<file path="config.mk">
export PLATFORM = sky130hd
export DESIGN_NAME = sck_rate_gen
export DESIGN_NICKNAME = d
export VERILOG_FILES = /design/src/rtl/sckgen_pkg.sv /design/src/rtl/sckgen_reg.sv /design/src/rtl/sckgen_prescale.sv /design/src/rtl/sckgen_pow2.sv /design/src/rtl/sck_rate_gen.sv
export SDC_FILE = /design/constraint.sdc
export NUM_CORES = 1
export LEC_CHECK = 0
export ABC_AREA = 1
export BUFFER_PORTS_ARGS = -buffer_cell sky130_fd_sc_hd__clkbuf_2
export CAP_MARGIN = 40
export CORE_MARGIN = 4
export CORE_UTILIZATION = 37
export DETAILED_ROUTE_END_ITERATION = 8
export PLACE_DENSITY = 0.63
export SLEW_MARGIN = 20
export SYNTH_ARGS = -nofsm -noshare
export SYNTH_HDL_FRONTEND = slang
export SYNTH_SLANG_ARGS = --single-unit
</file>
<file path="constraint.sdc">
create_clock -name clk -period 3.3 [get_ports clk]
set_input_delay 0.165 -clock clk [delete_from_list [all_inputs] [get_ports clk]]
set_output_delay 0.165 -clock clk [all_outputs]
set_load 0.02 [all_outputs]
</file>
<file path="src/rtl/sckgen_pkg.sv">
package sckgen_pkg;

    localparam int REG_W    = 8;
    localparam int PRE_W    = 3;
    localparam int RATE_W   = 3;
    localparam int PRE_LSB  = 4;
    localparam int RATE_LSB = 0;
    localparam int POW_W    = (1 << RATE_W) - 1;

    typedef struct packed {
        logic [PRE_W-1:0]  pre;
        logic [RATE_W-1:0] rate;
    } baud_cfg_t;

    typedef enum logic {
        SCK_LO = 1'b0,
        SCK_HI = 1'b1
    } sck_phase_t;

    function automatic baud_cfg_t decode_wr(input logic [REG_W-1:0] d);
        baud_cfg_t c;
        c.pre  = d[PRE_LSB +: PRE_W];
        c.rate = d[RATE_LSB +: RATE_W];
        return c;
    endfunction

    function automatic logic [REG_W-1:0] encode_rd(input baud_cfg_t c);
        logic [REG_W-1:0] r;
        r = '0;
        r[PRE_LSB +: PRE_W]   = c.pre;
        r[RATE_LSB +: RATE_W] = c.rate;
        return r;
    endfunction

    // terminal count of the power-of-two stage: 2^s - 1
    function automatic logic [POW_W-1:0] pow_limit(input logic [RATE_W-1:0] s);
        return {POW_W{1'b1}} >> (POW_W - int'(s));
    endfunction

endpackage

</file>
<file path="src/rtl/sckgen_reg.sv">
module sckgen_reg
    import sckgen_pkg::*;
(
    input  logic             clk,
    input  logic             rst,
    input  logic             wr_en,
    input  logic [REG_W-1:0] wr_data,
    output baud_cfg_t        cfg,
    output logic [REG_W-1:0] rd_data
);

    always_ff @(posedge clk) begin
        if (rst) begin
            cfg <= '0;
        end else if (wr_en) begin
            cfg <= decode_wr(wr_data);
        end
    end

    assign rd_data = encode_rd(cfg);

    AST_REG_FOLLOWS_WRITE: assert property (@(posedge clk) disable iff (rst)
        wr_en |=> (rd_data[PRE_LSB +: PRE_W] == $past(wr_data[PRE_LSB +: PRE_W])
                   && rd_data[RATE_LSB +: RATE_W] == $past(wr_data[RATE_LSB +: RATE_W])));

    AST_REG_HOLDS: assert property (@(posedge clk) disable iff (rst)
        !wr_en |=> $stable(rd_data));

endmodule

</file>
<file path="src/rtl/sckgen_prescale.sv">
module sckgen_prescale
    import sckgen_pkg::*;
(
    input  logic             clk,
    input  logic             rst,
    input  logic             clear,
    input  logic [PRE_W-1:0] pre_max,
    output logic             pre_en
);

    logic [PRE_W-1:0] cnt;

    always_ff @(posedge clk) begin
        if (rst || clear) begin
            cnt <= '0;
        end else if (cnt == pre_max) begin
            cnt <= '0;
        end else begin
            cnt <= cnt + 1'b1;
        end
    end

    assign pre_en = !clear && (cnt == pre_max);

    AST_PRE_BOUND: assert property (@(posedge clk) disable iff (rst)
        $stable(pre_max) |-> cnt <= pre_max);

    AST_PRE_CLEARED: assert property (@(posedge clk) disable iff (rst)
        clear |=> cnt == '0);

endmodule

</file>
<file path="src/rtl/sckgen_pow2.sv">
module sckgen_pow2
    import sckgen_pkg::*;
(
    input  logic              clk,
    input  logic              rst,
    input  logic              clear,
    input  logic              pre_en,
    input  logic [RATE_W-1:0] rate,
    output logic              sck_ref,
    output logic              baud_tick
);

    logic [POW_W-1:0] cnt;
    logic [POW_W-1:0] lim;
    sck_phase_t       phase;

    assign lim = pow_limit(rate);

    always_ff @(posedge clk) begin
        if (rst || clear) begin
            cnt       <= '0;
            phase     <= SCK_LO;
            baud_tick <= 1'b0;
        end else begin
            baud_tick <= 1'b0;
            if (pre_en) begin
                if (cnt == lim) begin
                    cnt       <= '0;
                    phase     <= (phase == SCK_HI) ? SCK_LO : SCK_HI;
                    baud_tick <= (phase == SCK_HI);
                end else begin
                    cnt <= cnt + 1'b1;
                end
            end
        end
    end

    assign sck_ref = (phase == SCK_HI);

    AST_POW_BOUND: assert property (@(posedge clk) disable iff (rst)
        $stable(rate) |-> cnt <= lim);

    AST_TICK_ON_FALL: assert property (@(posedge clk) disable iff (rst)
        baud_tick |-> $fell(sck_ref));

    AST_SCK_STEADY: assert property (@(posedge clk) disable iff (rst)
        (!pre_en && !clear) |=> $stable(sck_ref));

endmodule

</file>
<file path="src/rtl/sck_rate_gen.sv">
module sck_rate_gen
    import sckgen_pkg::*;
(
    input  logic             clk,
    input  logic             rst,
    input  logic             wr_en,
    input  logic [REG_W-1:0] wr_data,
    input  logic             run,
    output logic [REG_W-1:0] rd_data,
    output logic             baud_tick,
    output logic             sck_ref
);

    baud_cfg_t cfg;
    logic      clear;
    logic      pre_en;

    assign clear = wr_en || !run;

    sckgen_reg u_reg (
        .clk     (clk),
        .rst     (rst),
        .wr_en   (wr_en),
        .wr_data (wr_data),
        .cfg     (cfg),
        .rd_data (rd_data)
    );

    sckgen_prescale u_pre (
        .clk     (clk),
        .rst     (rst),
        .clear   (clear),
        .pre_max (cfg.pre),
        .pre_en  (pre_en)
    );

    sckgen_pow2 u_pow (
        .clk       (clk),
        .rst       (rst),
        .clear     (clear),
        .pre_en    (pre_en),
        .rate      (cfg.rate),
        .sck_ref   (sck_ref),
        .baud_tick (baud_tick)
    );

    AST_IDLE_LOW: assert property (@(posedge clk) disable iff (rst)
        !run |=> (!sck_ref && !baud_tick));

    AST_WRITE_RESTART: assert property (@(posedge clk) disable iff (rst)
        wr_en |=> !sck_ref);

    AST_RESERVED_ZERO: assert property (@(posedge clk) disable iff (rst)
        wr_en |=> (rd_data[7] == 1'b0 && rd_data[3] == 1'b0));

endmodule

</file>
==> impl_metrics.csv, run 1 <==
group,metric,value,unit
outcome,status,"complete, no violations",
floorplanning,dieArea,3540,µm²
synthesis,synth_seq_cells,18,
synthesis,yosysSeqAreaShare,36.7,%
layout,drive_gt1_share,19.1,%
timing,fin_crit,1.42,ns
clocking,cts_sinks,18,
synthesis,async_flop_share,0,%
detailed_routing,vias,895,
global_route,grt_max_degree,12,
clocking,postCtsSetupBuffers,0,
detailed_routing,dr.pass1.iters,4,
timing,fin_skew,0.00899,ns
synthesis,postSynthAreaPerCell,6.77,µm²
clocking,htree_levels,1,
clocking,numCtsBuffers,3,
timing,max_freq,706,MHz
synthesis,synth_area,981,µm²
layout,diodes,0,
layout,area_delta_synth_final,12.5,%
detailed_routing,ant_nets,0,
placement,routabilityCongestion,0.809,
setup_path,cp.arrival,1.60,ns
setup_path,critPathCaptureType,"flop",
placement,hpwlAfterDp,1.58,mm
floorplanning,die-height,59.5,µm
global_route,grt_usage,12.8,%
global_route,grt_overflow_total,0,
detailed_routing,via_per_inst,4.66,
clocking,clock_latency,0.29,ns
pwr,max-vdd-ir-drop,0.230,mV
setup_path,path_class,"reg -> reg",
placement,port_buffers,17,
timing,hold_ws,0.0960,ns
synthesis,syn_inst,145,
global_route,antenna_found_initial,0,
synthesis,synth_enable_flop_cells,0,
detailed_routing,routedWlPerCell,10.3,µm
synthesis,yosysWarnings,0,
detailed_routing,drt_iter0_drc,22,
clocking,path_clk_slew,0.10,ns
clocking,postCtsHoldBufs,0,
layout,num-nets-final,178,
layout,multi_input_area,515,µm²
floorplanning,initial_core_util,39.2,%
floorplanning,row_count,18,
clocking,cts_resized,0,
floorplanning,core,2500,µm²
layout,seq_area,360,µm²
setup_path,cp.required,3.48,ns
global_route,grt_pass1_wl,3.39,mm
clocking,root_buffer,"clkbuf_4",
timing,setup_viol,0,
setup_path,worst_setup_path_start_kind,"flop",
worst_hold_path,hold_class,"in -> reg",
pwr,p_leak,0.501,nW
detailed_routing,drc,0,
pwr,powerDensity,368,nW/µm²
timing,finalCritPeriodShare,42.9,%
timing,setup_slack,1.88,ns
flow_run,max_cap_viol_count,0,
timing,rsz0062_at_grt,"false",
global_route,grt_pass1_vias,820,
placement,post-place-ws,1.92,ns
synthesis,synth_ff_type,"dfxtp_1",
setup_path,path_max_fanout,9,
synthesis,ys_types,23,
detailed_routing,drt-total-wl,1.99,mm
clocking,cts_tree,"done",
timing,final-hold-violation-count,0,
floorplanning,io_pins,22,
timing,drv_slew,0,
floorplanning,die_w,59.5,µm
clocking,clockBufferDepth,2,
timing,tns,0,ns
layout,fillers,279,
registers in the layout, summed over array words and instances (netlist names):
name	cells
u_pow.cnt	7
u_reg.cfg	6
u_pre.cnt	3
u_pow.baud_tick	1
u_pow.sck_ref	1
final cells by class:
class	instances	share of cell area [%]
flip-flops and latches	18	32.7
repair buffers	17	7.71
multi-input cells	102	46.7
clock buffers	3	2.04
well taps	30	3.40
inverters	22	7.48
logic make-up after synthesis:
family	after synthesis	synth area share [%]
simple gates	76	35.1
buf+inv	26	11.1
flops	18	36.7
xor+xnor	4	4.34
fa+ha+maj	2	2.55
compound gates	18	9.82
other cells	1	0.382
critical path, stage by stage (launching register included):
cell	delay, ns
dfxtp_1	0.52
nand2_1	0.11
inv_1	0.06
nand2_1	0.04
nand2_1	0.05
nand4_1	0.13
nor2_4	0.17
nand2_2	0.08
nand2_4	0.10
nor2_1	0.05
per-stage QoR:
stage	instances	cell area, µm²	util [%]	power [mW]
2_1_floorplan	146	985	-	0.287
3_3_place_gp	189	1080	43.2	0.302
3_5_place_dp	189	1080	43.2	0.304
4_1_cts	192	1100	44.1	0.414
5_1_grt	192	1100	44.1	0.432
6_report	192	1100	44.1	0.406
routing by layer:
layer / GRT usage (%) / vias to the layer above / wire length, µm
met4: 4.75 / 0 / 23
met1: 15.5 / 398 / 909
met5: 0 / - / 0
li1: - / 480 / -
met2: 20.6 / 15 / 954
met3: 4.58 / 2 / 97
cells in the mapped netlist (3+ instances only):
master | number | area share [%]
inv_1 | 20 | 7.7
dfxtp_1 | 18 | 37
nor2_1 | 22 | 8.4
nand2_1 | 36 | 14
a21oi_1 | 6 | 3.1
nand3_1 | 9 | 4.6
o21ai_0 | 10 | 5.1
buf_4 | 3 | 2.3
power by group:
part / internal, mW / leakage, nW / switching [mW]
clock network: 0.0424 / 0.0138 / 0.0655
registers: 0.224 / 0.147 / 0.00875
logic: 0.0235 / 0.340 / 0.0428
total: 0.289 / 0.501 / 0.117
final timing paths:
| check | slack (ns) | cells after the start | end | start |
|---|---|---|---|---|
| setup / recovery | 1.88 | 9 | u_pow.cnt[1] | u_reg.cfg[2] |
| hold / removal | 0.1 | 3 | u_reg.cfg[3] | wr_data[4] |
| setup reg to reg | 1.88 | 9 | u_pow.cnt[1] | u_reg.cfg[2] |
| hold reg to reg | 0.49 | 1 | u_pre.cnt[0] | u_pre.cnt[0] |
cell usage in the layout (no fill, tap or decap):
cell type,netlist,layout
clkbuf_2,0,17
clkbuf_4,0,3
nor2_2,2,2
o21bai_1,1,1
dfxtp_1,18,18
inv_1,20,20
a21oi_2,1,1
nand2_4,1,1
conb_1,1,2
nor2_1,22,22
nor2_4,1,1
ha_1,2,2
o21ai_0,10,10
nand2_1,36,36
nand2_2,2,2
nand4_4,1,1
xnor2_1,2,2
xor2_1,1,1
inv_2,2,2
xnor2_2,1,1
nand3_1,9,9
nand4_1,2,2
a21oi_1,6,6
No activity file was read; power rests on OpenSTA's default activity.
==> run 2, diff against run 1 <==
--- a/config.mk
+++ b/config.mk
@@ -5,7 +5,7 @@
 export SDC_FILE = /design/constraint.sdc
 export NUM_CORES = 1
 export LEC_CHECK = 0
-export ABC_AREA = 1
+export ABC_AREA = 0
 export BUFFER_PORTS_ARGS = -buffer_cell sky130_fd_sc_hd__clkbuf_2
 export CAP_MARGIN = 40
 export CORE_MARGIN = 4
==> constraint.sdc (replaced) <==
create_clock -name clk -period 1.35 [get_ports clk]
set_input_delay 0.0675 -clock clk [delete_from_list [all_inputs] [get_ports clk]]
set_output_delay 0.0675 -clock clk [all_outputs]
set_load 0.02 [all_outputs]
==> run 2 against run 1 <==
The flow now finishes with violations (hold timing, setup timing). Worst setup slack worse by 2.2 ns. Non-clock buffer count increased by 33. Global-route usage is 2.4 points higher. Critical path depth decreased by 4. Combinational power grew to 3.7 times the previous value. Synthesized area is 3.6% lower. Final area up 22%. Clock power rose to 3.2 times the previous value. Critical path type unchanged. Largest power group unchanged.
==> impl_metrics.csv, run 2 <==
group,metric,value,unit
outcome,status,"complete, but fails checks",
outcome,violations,"hold timing, setup timing",
global_route,grt_pass1_wl,4.00,mm
setup_path,critPathCaptureType,"flop",
clocking,clockBufferDepth,2,
timing,max_freq,583,MHz
synthesis,netlist.area_leader.share,38.1,%
detailed_routing,dr_wl_met2,1.15,mm
clocking,htree_levels,1,
layout,area_delta_synth_final,41.9,%
layout,final_cell_mix,"29 x buf_4, 17 x clkbuf_2, 15 x dfxtp_1",
synthesis,synth_area,946,µm²
layout,multi_input_area,544,µm²
pwr,combPwrFrac,21.2,%
detailed_routing,drt-met1-wl,997,µm
global_route,grt_max_degree,12,
worst_hold_path,worstHoldStart,"wr_data[0]",
layout,largest_reg_flops,7,
global_route,antenna_found_initial,0,
synthesis,synth.largest_area_cell,"dfxtp_1",
placement,routabilityCongestion,0.803,
detailed_routing,dr.max_layer_used,"met4",
layout,seq_area,369,µm²
detailed_routing,drt-total-wl,2.30,mm
detailed_routing,vias,888,
layout,diodes,0,
synthesis,synthTopCellsByArea,"dfxtp_1 38%, xor2_1 6.5%, mux2i_1 6.3%, nor3_1 5.3%, nor2_1 4.0%",
setup_path,r2r_slack,-0.36,ns
worst_hold_path,min_path_cells,3,
synthesis,syn_inst,102,
detailed_routing,ant_nets,0,
layout,drive_gt1_share,43.3,%
worst_hold_path,worstHoldEndpoint,"u_reg.cfg[0]",
global_route,grt_pass1_vias,920,
clocking,clock_latency,0.30,ns
placement,hpwlAfterDp,1.75,mm
clocking,root_buffer,"clkbuf_4",
timing,fin_crit,1.71,ns
timing,final-hold-violation-count,1,
pwr,design_power_total,1.15,mW
layout,fin_area,1340,µm²
setup_path,cp.arrival,1.96,ns
synthesis,yosysWarnings,0,
synthesis,synth.most_common_cell,"dfxtp_1",
layout,fillers,234,
timing,hold_ws,-0.00203,ns
timing,rsz0062_at_grt,"true",
setup_path,path_class,"reg -> reg",
detailed_routing,drt_iter0_drc,35,
floorplanning,row_count,18,
setup_path,cp.required,1.59,ns
synthesis,ys_types,37,
global_route,grt_usage,15.1,%
floorplanning,die_w,58.6,µm
timing,fin_skew,0.00861,ns
placement,port_buffers,17,
setup_path,worst_setup_path_start_kind,"flop",
detailed_routing,via_per_inst,4.93,
global_route,grt_overflow_total,0,
timing,drv_slew,0,
placement,place_area,1260,µm²
synthesis,yosysSeqAreaShare,38.1,%
floorplanning,initial_core_util,38.5,%
layout,final_common_cell,"buf_4",
detailed_routing,drc,0,
clocking,cts_tree,"done",
flow_run,max_cap_viol_count,0,
synthesis,synth_ff_type,"dfxtp_1",
pwr,max-vdd-ir-drop,0.764,mV
detailed_routing,routedWlPerCell,12.8,µm
pwr,switching_share,27.4,%
synthesis,synth_seq_cells,18,
floorplanning,die-height,58.6,µm
setup_path,r2r_start,"u_reg.cfg[1]",
pwr,p_seq_share,48.8,%
timing,setup_viol,9,
layout,fin_util,54.7,%
pwr,p_leak,0.608,nW
setup_path,path_max_fanout,4,
floorplanning,core,2450,µm²
pwr,pwr-share-clk,29.9,%
pwr,powerDensity,856,nW/µm²
detailed_routing,met3WireLength,121,µm
layout,largest_register,"u_pow.cnt",
layout,reg_top3,"u_pow.cnt x7, u_reg.cfg x6, u_pre.cnt x3",
timing,setup_slack,-0.364,ns
detailed_routing,dr.pass1.iters,4,
layout,num-nets-final,165,
floorplanning,dieArea,3430,µm²
synthesis,synth_enable_flop_cells,0,
pwr,p_sw,0.315,mW
floorplanning,io_pins,22,
synthesis,postSynthAreaPerCell,9.27,µm²
clocking,cts_sinks,18,
timing,finalCritPeriodShare,127,%
clocking,numCtsBuffers,3,
setup_path,reg2reg_depth,5,
setup_path,r2r-end,"u_pow.sck_ref",
worst_hold_path,hold_class,"in -> reg",
clocking,path_clk_slew,0.11,ns
synthesis,synthTopCellsByCount,"18 x dfxtp_1, 10 x nor2_1, 10 x nor3_1",
pwr,internal_power,0.834,mW
synthesis,async_flop_share,0,%
-- run 2: cell type report --
class                           instances  share of cell area [%]
Clock buffer                            4                    2.70
Inverter                                3                   0.839
Multi-Input combinational cell         75                    40.5
Sequential cell                        18                    27.5
Tap cell                               30                    2.80
Timing Repair Buffer                   50                    25.6
-- run 2: metrics by stage --
step | std cells | TNS, ns | hold slack (ns) | setup WS, ns
detailed placement | 171 | -2.94 | 0.311 | -0.379
floorplan | 103 | -2.86 | 0.130 | -0.450
CTS | 180 | -2.78 | 0.00259 | -0.375
global placement | 171 | -2.81 | 0.303 | -0.377
finish | 180 | -2.72 | -0.00203 | -0.364
global route | 180 | -3.61 | 0.0312 | -0.458
-- run 2: how the worst max path moves through the flow --
stage / cells after the start / slack [ns] / end / from
floorplan: 6 / -0.45 / u_pow.sck_ref / u_reg.cfg[1]
global placement: 6 / -0.38 / u_pow.sck_ref / u_reg.cfg[2]
detailed placement: 6 / -0.38 / u_pow.sck_ref / u_reg.cfg[2]
CTS: 5 / -0.38 / u_pow.sck_ref / u_reg.cfg[1]
global route: 5 / -0.46 / u_pow.sck_ref / u_reg.cfg[1]
finish: 5 / -0.36 / u_pow.sck_ref / u_reg.cfg[1]
-- run 2: per-layer routing --
| metal | global-route usage, % | vias to the layer above |
|---|---|---|
| met1 | 17.4 | 411 |
| met3 | 4.82 | 4 |
| li1 | - | 450 |
| met5 | 0 | - |
| met2 | 26.6 | 23 |
| met4 | 4.30 | 0 |
-- run 2: kinds of logic after synthesis --
family | after synthesis | synth area share (%)
AO/OA/AOI/OAI | 12 | 9.79
AND/OR/NAND/NOR | 42 | 25.3
other | 1 | 0.396
multiplexers | 6 | 6.35
buffers and inverters | 10 | 7.14
flip-flops | 18 | 38.1
XOR/XNOR | 10 | 9.26
adder cells (fa/ha/maj) | 3 | 3.70
-- run 2: power groups by stage --
stage          sequential [mW]  combinational [mW]  clock [mW]
2_1_floorplan            0.584               0.129           0
3_3_place_gp             0.572               0.228           0
3_5_place_dp             0.573               0.232           0
4_1_cts                  0.561               0.245       0.357
5_1_grt                  0.564               0.267       0.381
6_report                 0.561               0.244       0.344
-- run 2: critical path, cell delays in order, from the launching register on --
cell and delay, ns:
dfxtp_4 0.37, or4_4 0.50, o211ai_2 0.08, o2111ai_2 0.17, or4_1 0.42, a21oi_1 0.12
-- run 2: what timing repair did --
action                                 in CTS  in global routing
endpoints found under the hold margin       3                  0
resized for setup                           2                  0
setup buffers                               2                  0
hold buffers                                3                  0
setup endpoints to repair                   9                  9
